## src/rtl/kwdt_pkg.sv

```systemverilog
package kwdt_pkg;
  typedef enum logic [2:0] {
    A_CTRL   = 3'd0,
    A_PRD_LO = 3'd1,
    A_PRD_HI = 3'd2,
    A_KEY    = 3'd3,
    A_STAT   = 3'd4
  } reg_addr_e;

  localparam int          ADDR_W    = 3;
  localparam logic [1:0]  MODE_WDOG = 2'd2;
  localparam int          EN_BIT    = 4;
  localparam int          CLR_BIT   = 0;
endpackage

```

## src/rtl/wdt_cfg.sv

```systemverilog
module wdt_cfg
  import kwdt_pkg::*;
#(
  parameter int DATA_W = 32,
  localparam int CNT_W = 2 * DATA_W
) (
  input  logic              clk,
  input  logic              rst,
  input  logic              wr_en,
  input  logic [ADDR_W-1:0] wr_addr,
  input  logic [DATA_W-1:0] wr_data,
  output logic [1:0]        mode_q,
  output logic              en_q,
  output logic              active_q,
  output logic [CNT_W-1:0]  prd_q
);
  logic [1:0] mode_nx;
  logic       en_nx;

  // control fields freeze once lock-in happened
  always_comb begin
    mode_nx = mode_q;
    en_nx   = en_q;
    if (wr_en && wr_addr == A_CTRL && !active_q) begin
      mode_nx = wr_data[1:0];
      en_nx   = wr_data[EN_BIT];
    end
  end

  always_ff @(posedge clk) begin
    if (rst) begin
      mode_q   <= '0;
      en_q     <= 1'b0;
      active_q <= 1'b0;
    end else begin
      mode_q   <= mode_nx;
      en_q     <= en_nx;
      active_q <= active_q | ((mode_nx == MODE_WDOG) && en_nx);
    end
  end

  // one write window per period half
  for (genvar h = 0; h < 2; h++) begin : g_prd
    always_ff @(posedge clk) begin
      if (rst)
        prd_q[h*DATA_W +: DATA_W] <= '1;
      else if (wr_en && wr_addr == ADDR_W'(A_PRD_LO + h))
        prd_q[h*DATA_W +: DATA_W] <= wr_data;
    end
  end
endmodule

```

## src/rtl/wdt_keyseq.sv

```systemverilog
module wdt_keyseq #(
  parameter int               KEY_W    = 16,
  parameter logic [KEY_W-1:0] ARM_KEY  = 16'hA5C6,
  parameter logic [KEY_W-1:0] FIRE_KEY = 16'hDA7E
) (
  input  logic             clk,
  input  logic             rst,
  input  logic             active,
  input  logic             key_wr,
  input  logic [KEY_W-1:0] key_val,
  output logic             svc
);
  logic armed_q;

  assign svc = key_wr && active && armed_q && (key_val == FIRE_KEY);

  // every key write re-decides the arming; only the arm key while active keeps it
  always_ff @(posedge clk) begin
    if (rst)
      armed_q <= 1'b0;
    else if (key_wr)
      armed_q <= active && (key_val == ARM_KEY);
  end
endmodule

```

## src/rtl/wdt_counter.sv

```systemverilog
module wdt_counter #(
  parameter int CNT_W = 64
) (
  input  logic             clk,
  input  logic             rst,
  input  logic             active,
  input  logic             svc,
  input  logic             flag_clr,
  input  logic [CNT_W-1:0] prd,
  output logic [CNT_W-1:0] cnt_q,
  output logic             flag_q,
  output logic             tmo_q
);
  logic match;
  logic expire;

  assign match  = (cnt_q == prd);
  assign expire = active && !svc && match;

  always_ff @(posedge clk) begin
    if (rst) begin
      cnt_q  <= '0;
      flag_q <= 1'b0;
      tmo_q  <= 1'b0;
    end else begin
      tmo_q <= expire;
      if (!active || svc || match)
        cnt_q <= '0;
      else
        cnt_q <= cnt_q + 1'b1;
      if (expire)
        flag_q <= 1'b1;
      else if (flag_clr)
        flag_q <= 1'b0;
    end
  end
endmodule

```

## src/rtl/keyed_wdt.sv

```systemverilog
module keyed_wdt
  import kwdt_pkg::*;
#(
  parameter int               DATA_W   = 32,
  parameter int               KEY_W    = 16,
  parameter logic [KEY_W-1:0] ARM_KEY  = 16'hA5C6,
  parameter logic [KEY_W-1:0] FIRE_KEY = 16'hDA7E,
  localparam int              CNT_W    = 2 * DATA_W
) (
  input  logic              clk,
  input  logic              rst,
  input  logic              wr_en,
  input  logic [2:0]        wr_addr,
  input  logic [DATA_W-1:0] wr_data,
  output logic [1:0]        mode_o,
  output logic              wd_en_o,
  output logic              active_o,
  output logic [CNT_W-1:0]  count_o,
  output logic              flag_o,
  output logic              timeout_o
);
  logic [CNT_W-1:0] prd;
  logic             svc;
  logic             key_wr;
  logic             flag_clr;

  assign key_wr   = wr_en && wr_addr == A_KEY;
  assign flag_clr = wr_en && wr_addr == A_STAT && wr_data[CLR_BIT];

  wdt_cfg #(.DATA_W(DATA_W)) u_cfg (
    .clk(clk), .rst(rst), .wr_en(wr_en), .wr_addr(wr_addr), .wr_data(wr_data),
    .mode_q(mode_o), .en_q(wd_en_o), .active_q(active_o), .prd_q(prd)
  );

  wdt_keyseq #(.KEY_W(KEY_W), .ARM_KEY(ARM_KEY), .FIRE_KEY(FIRE_KEY)) u_key (
    .clk(clk), .rst(rst), .active(active_o), .key_wr(key_wr),
    .key_val(wr_data[KEY_W-1:0]), .svc(svc)
  );

  wdt_counter #(.CNT_W(CNT_W)) u_cnt (
    .clk(clk), .rst(rst), .active(active_o), .svc(svc), .flag_clr(flag_clr),
    .prd(prd), .cnt_q(count_o), .flag_q(flag_o), .tmo_q(timeout_o)
  );
endmodule

```

## config.mk

```make
export PLATFORM = sky130hd
export DESIGN_NAME = keyed_wdt
export DESIGN_NICKNAME = d
export VERILOG_FILES = /design/src/rtl/kwdt_pkg.sv /design/src/rtl/wdt_cfg.sv /design/src/rtl/wdt_keyseq.sv /design/src/rtl/wdt_counter.sv /design/src/rtl/keyed_wdt.sv
export SDC_FILE = /design/constraint.sdc
export NUM_CORES = 1
export LEC_CHECK = 0
export BUFFER_PORTS_ARGS = -buffer_cell sky130_fd_sc_hd__buf_4
export CELL_PAD_IN_SITES_DETAIL_PLACEMENT = 0
export CELL_PAD_IN_SITES_GLOBAL_PLACEMENT = 1
export CORE_MARGIN = 5
export CORE_UTILIZATION = 40
export CTS_BUF_LIST = sky130_fd_sc_hd__clkbuf_4
export CTS_CLUSTER_DIAMETER = 60
export DETAILED_ROUTE_END_ITERATION = 12
export PLACE_DENSITY = 0.87
export SKIP_LAST_GASP = 1
export SYNTH_ARGS = -nofsm -noshare
export SYNTH_HDL_FRONTEND = slang
export SYNTH_SLANG_ARGS = --single-unit
```

## constraint.sdc

```tcl
create_clock -name clk -period 3.78 [get_ports clk]
set_input_delay 0.378 -clock clk [delete_from_list [all_inputs] [get_ports clk]]
set_output_delay 0.378 -clock clk [all_outputs]
set_load 0.01 [all_outputs]
```

* Word level (Yosys, flattened, before mapping)
Index checks and enable logic that the tools add are counted.
** Storage, ports and cells
- Flip-flop bits (word level) :: 135
- Input port bits :: 38
- Output and inout bits :: 70
- Word-level logic and storage cells :: 44
** Operators by class
- Add/subtract/negate cells :: 1
- Equal/unequal tests :: 8
- Mux-type cells :: 4
- Bitwise operators :: 1
- Reduce and logical (&&, ||, !) cells :: 21
** Operators by type and width (number)
- adder 64 x 1 -> 64 bit (second input constant) :: 1
- equality test 64 bit :: 1
- equality test 16 bit (second input constant) :: 2
- logical AND 1 bit :: 14
- equality test 3 x 2 -> 1 bit (second input constant) :: 2
- equality test 3 x 1 -> 1 bit (second input constant) :: 1
- equality test 3 bit (second input constant) :: 1
- logical NOT 3 bit :: 1
- two-way mux 1 bit :: 3
- equality test 2 bit (second input constant) :: 1
- logical NOT 1 bit :: 2
- logical OR 1 bit :: 2
- two-way mux 2 bit :: 1
- nonzero test 2 bit :: 1
- OR reduction 2 bit :: 1
- bitwise OR 1 bit :: 1

* Longest topological paths before layout
- Depth after elaboration :: 9
- Mapped depth :: 8
- Mapped depth without buffers :: 6

* By module
Synthesis repeated with hierarchy kept, for this count alone.
** Second synthesis, totals
- Cell total of the unflattened synthesis :: 720
- Area, all modules :: 6711.4 um2
** By module, submodules not included
- wdt_counter :: times used 1, cells each 466, area each 3936.3 um2
- wdt_cfg :: times used 1, cells each 236, area each 2621.3 um2
- wdt_keyseq :: times used 1, cells each 15, area each 131.4 um2
- keyed_wdt :: times used 1, cells each 3, area each 22.5 um2

* Worst setup path before layout
No wires, ideal clock.
- Kind :: flip-flop to flip-flop
- Start :: register u_cnt.cnt_q[28]
- End :: register u_cnt.cnt_q[62]
- Setup time :: 0.086 ns
- Data arrival time :: 2.524 ns
- Data required time :: 3.694 ns
- Setup slack :: 1.171 ns
- Cell stages (with the launch flop) :: 8
- Path buffers :: 2
- Clock period less this slack :: 2.609 ns
- Cell sequence :: dfxtp_1 -> clkbuf_1 -> nand2_1 -> or4_1 -> clkbuf_2 -> or4_1 -> or4_1 -> a211oi_1
** Between the ends
- Cells in the longest elaborated chain, start to end :: 3
- Elaborated cells on any way between the ends :: 4
- Those cells by class :: add/sub (1); eq/ne (1); reduce/logical (2)
** Ends and longest elaborated chain
- from (decl) :: line wdt_counter.sv:10 : output logic [CNT_W-1:0] cnt_q,
- from (signal assigned) :: line wdt_counter.sv:30 : cnt_q <= cnt_q + 1'b1;
- branches (longest 3 deep; another with adder 64 x 1 -> 64 bit)
Several ways; the timed one is not identified.
A chain may end at the register's enable or synchronous reset.

* Worst setup path in the final report
- Start :: register u_cnt.cnt_q[24]
- End :: register u_cnt.cnt_q[62]
Same word-level chain as after synthesis.

==> run_results.csv <==
group,metric,value,unit
synth,synth.distinct_cells,40,
floorplanning,dieArea,18830,um^2
final_layout,final_cell_area,7820,um^2
synth,syn_nets,759,
critical_path,worst-path-max-fanout,11,
global_routing,grt_overflow,0,
cts,cts_tree,"done",
route,antenna_left,0,
synth,yosysTopAreaCell,"dfxtp_1",
route,routed_via_density,5.577,
cts,clockRootBuffer,"clkbuf_4",
critical_path,worst_setup_path_start_kind,"register",
synth,yosysSeqAreaShare,41.76,%
critical_path,worst_ep_required_time,4240,ps
synth,synth_top_area_share,41.76,%
route,vias,5811,
cts,clk_path_buf_depth,2,
route,first_pass_iters,5,
final_layout,area_growth,20.82,%
route,routedWlPerCell,19.90,um
timing,finalCritPeriodShare,80.01,%
cts,cts.htree.levels,4,
cts,path_clk_slew,110,ps
cts,cts.sinks,135,
timing,tns,0,ps
timing,fin_crit,3024,ps
global_routing,met2_usage,34.06,%
synth,syn_inst,720,
timing,fmax,330.7,MHz
global_routing,use_met1,29.82,%
power,vdd_ir_drop_max,277.8,uV
placement,place_area,7470,um^2
final_layout,nNetsFinal,851,
timing,tightest_slew,871.5,ps
worst_hold_path,hp-class,"in -> reg",
cts,cts_buffers,17,
cts,cts.repair.resized,0,
global_routing,grt_pass1_wl,31360,um
flow_run,maxCapViolCount,0,
timing,finalMaxSlewViolations,0,
synth,syn_area_per_cell,8.990,um^2
global_routing,grt_max_degree,66,
cts,post_cts_buffers,0,
route,wirelength,20730,um
route,drt_iter0_markers,492,
global_routing,grt_use_total,22.12,%
synth,ys_warn_count,0,
placement,portBuffers,107,
power,p_per_area,345.1,nW/um^2
synth,syn-cell-area,6472,um^2
critical_path,worstSetupEndpointType,"register",
synth,yosysMostFrequentCell,"dfxtp_1",
placement,gp_congestion,0.9889,
synth,synth_common_cells,"dfxtp_1, nand2_1, xor2_1",
cts,cts_hold_buf,1,
floorplanning,io_pins,108,
final_layout,drive_above_1_share,19.30,%
cts,insertion_delay,540,ps
global_routing,antenna_found_initial,1,
timing,rsz0062_at_grt,"no",
synth,synth-edff-count,0,
timing,finalSetupViolCount,0,
power,p_leak,2.488,nW
critical_path,critPathArrivalTime,3480,ps
route,drc_errors,0,
floorplanning,die_w,137.2,um
floorplanning,initial_core_util,40.75,%
timing,finalHoldViolations,0,
synth,synth_top_flop_cell,"dfxtp_1",
floorplanning,rows,46,
global_routing,use_met3,5.296,%
timing,clock_skew,14.14,ps
floorplanning,die_h,137.2,um
global_routing,grt_pass1_vias,5282,
synth,synth_seq_cells,135,
floorplanning,core,15890,um^2
placement,dp_hpwl,15520,um
timing,slew_headroom,41.37,%
synth,synthTopCellsByArea,"dfxtp_1, mux2i_1, xor2_1",
run_status,status,"completed",
synth,ys_async_sr_fraction,0,%
critical_path,crit_type,"reg -> reg",
global_routing,busiest_layer,"met2",
-- critical path, stage by stage, from the launching register on --
cell and delay (ps):
dfxtp_1 520, nand4_1 190, or4_1 700, or4_1 760, or4_1 560, a211oi_1 220
-- worst paths after layout --
check / slack [ps] / start / depth (start not counted) / end
worst max-delay path: 760 / u_cnt.cnt_q[24]$_SDFF_PP0_ / 5 / u_cnt.cnt_q[62]$_SDFF_PP0_
worst min register to register: 480 / u_key.armed_q$_SDFFE_PP0N_ / 2 / u_key.armed_q$_SDFFE_PP0N_
worst min-delay path: 50 / wr_data[24] / 3 / u_cfg.prd_q[24]$_SDFFE_PP1P_
worst max register to register: 760 / u_cnt.cnt_q[24]$_SDFF_PP0_ / 5 / u_cnt.cnt_q[62]$_SDFF_PP0_
-- routing by layer --
| metal | part of all wire (%) | up-vias |
|---|---|---|
| li1 | - | 2764 |
| met1 | 43 | 2775 |
| met2 | 46 | 227 |
| met3 | 7.6 | 45 |
| met4 | 4.0 | 0 |
| met5 | 0 | - |
-- power breakdown --
part / internal [mW] / switching (mW) / total [mW]
logic: 0.0571 / 0.0644 / 0.121
registers: 1.44 / 0.0152 / 1.45
clock network: 0.612 / 0.512 / 1.12
total: 2.11 / 0.592 / 2.70
-- registers in the layout, summed over array words and instances, names as in the netlist --
register and count:
u_cfg.prd_q 64, u_cnt.cnt_q 64, u_cfg.mode_q 2, u_cfg.active_q 1
u_cfg.en_q 1, u_cnt.flag_q 1, u_cnt.tmo_q 1, u_key.armed_q 1
-- cell families after synthesis --
family	after synthesis	share of synthesized area, %
buffers and inverters	57	3.499
multiplexers	67	10.36
AO/OA/AOI/OAI	35	3.654
AND/OR/NAND/NOR	314	25.52
XOR/XNOR	111	15.02
adder cells (fa/ha/maj)	1	0.1933
flip-flops	135	41.76
-- stage by stage --
| step | power [mW] | utilization (%) | cells | worst slack (ps) | hold WS [ps] |
|---|---|---|---|---|---|
| floorplan | 1.537 | - | 720 | 1171 | 435.1 |
| global placement | 1.605 | 47.02 | 1008 | 849.4 | 453.9 |
| detailed placement | 1.606 | 47.02 | 1008 | 823.4 | 458.5 |
| CTS | 2.721 | 49.20 | 1040 | 794.7 | 24.10 |
| global route | 2.795 | 49.23 | 1042 | 637.3 | 22.15 |
| finish | 2.699 | 49.23 | 1042 | 755.7 | 54.45 |
-- placed cells by master, fill, tap and decap left out, drive strengths merged, types with 5 or more instances in the layout --
master and instances:
a211oi 15, and3 6, and4 10, buf 119
bufinv 5, clkbuf 21, dfxtp 135, inv 10
mux2i 67, nand2 93, nand3 25, nand4 28
nor2 16, nor3 59, nor4 41, o21ai 12
or3 15, or4 5, xnor2 42, xor2 69
-- final cells by class --
class                      instances  area [um^2]
fill                            1595         8065
timing repair buffer             120        903.4
tap                              216        270.3
clock inverter                    10        177.7
multi-input combinational        528         3566
clock buffer                      21        157.7
antenna                            2        5.005
sequential                       135         2703
inverter                          10        37.54
No activity file was read; power rests on OpenSTA's default activity.
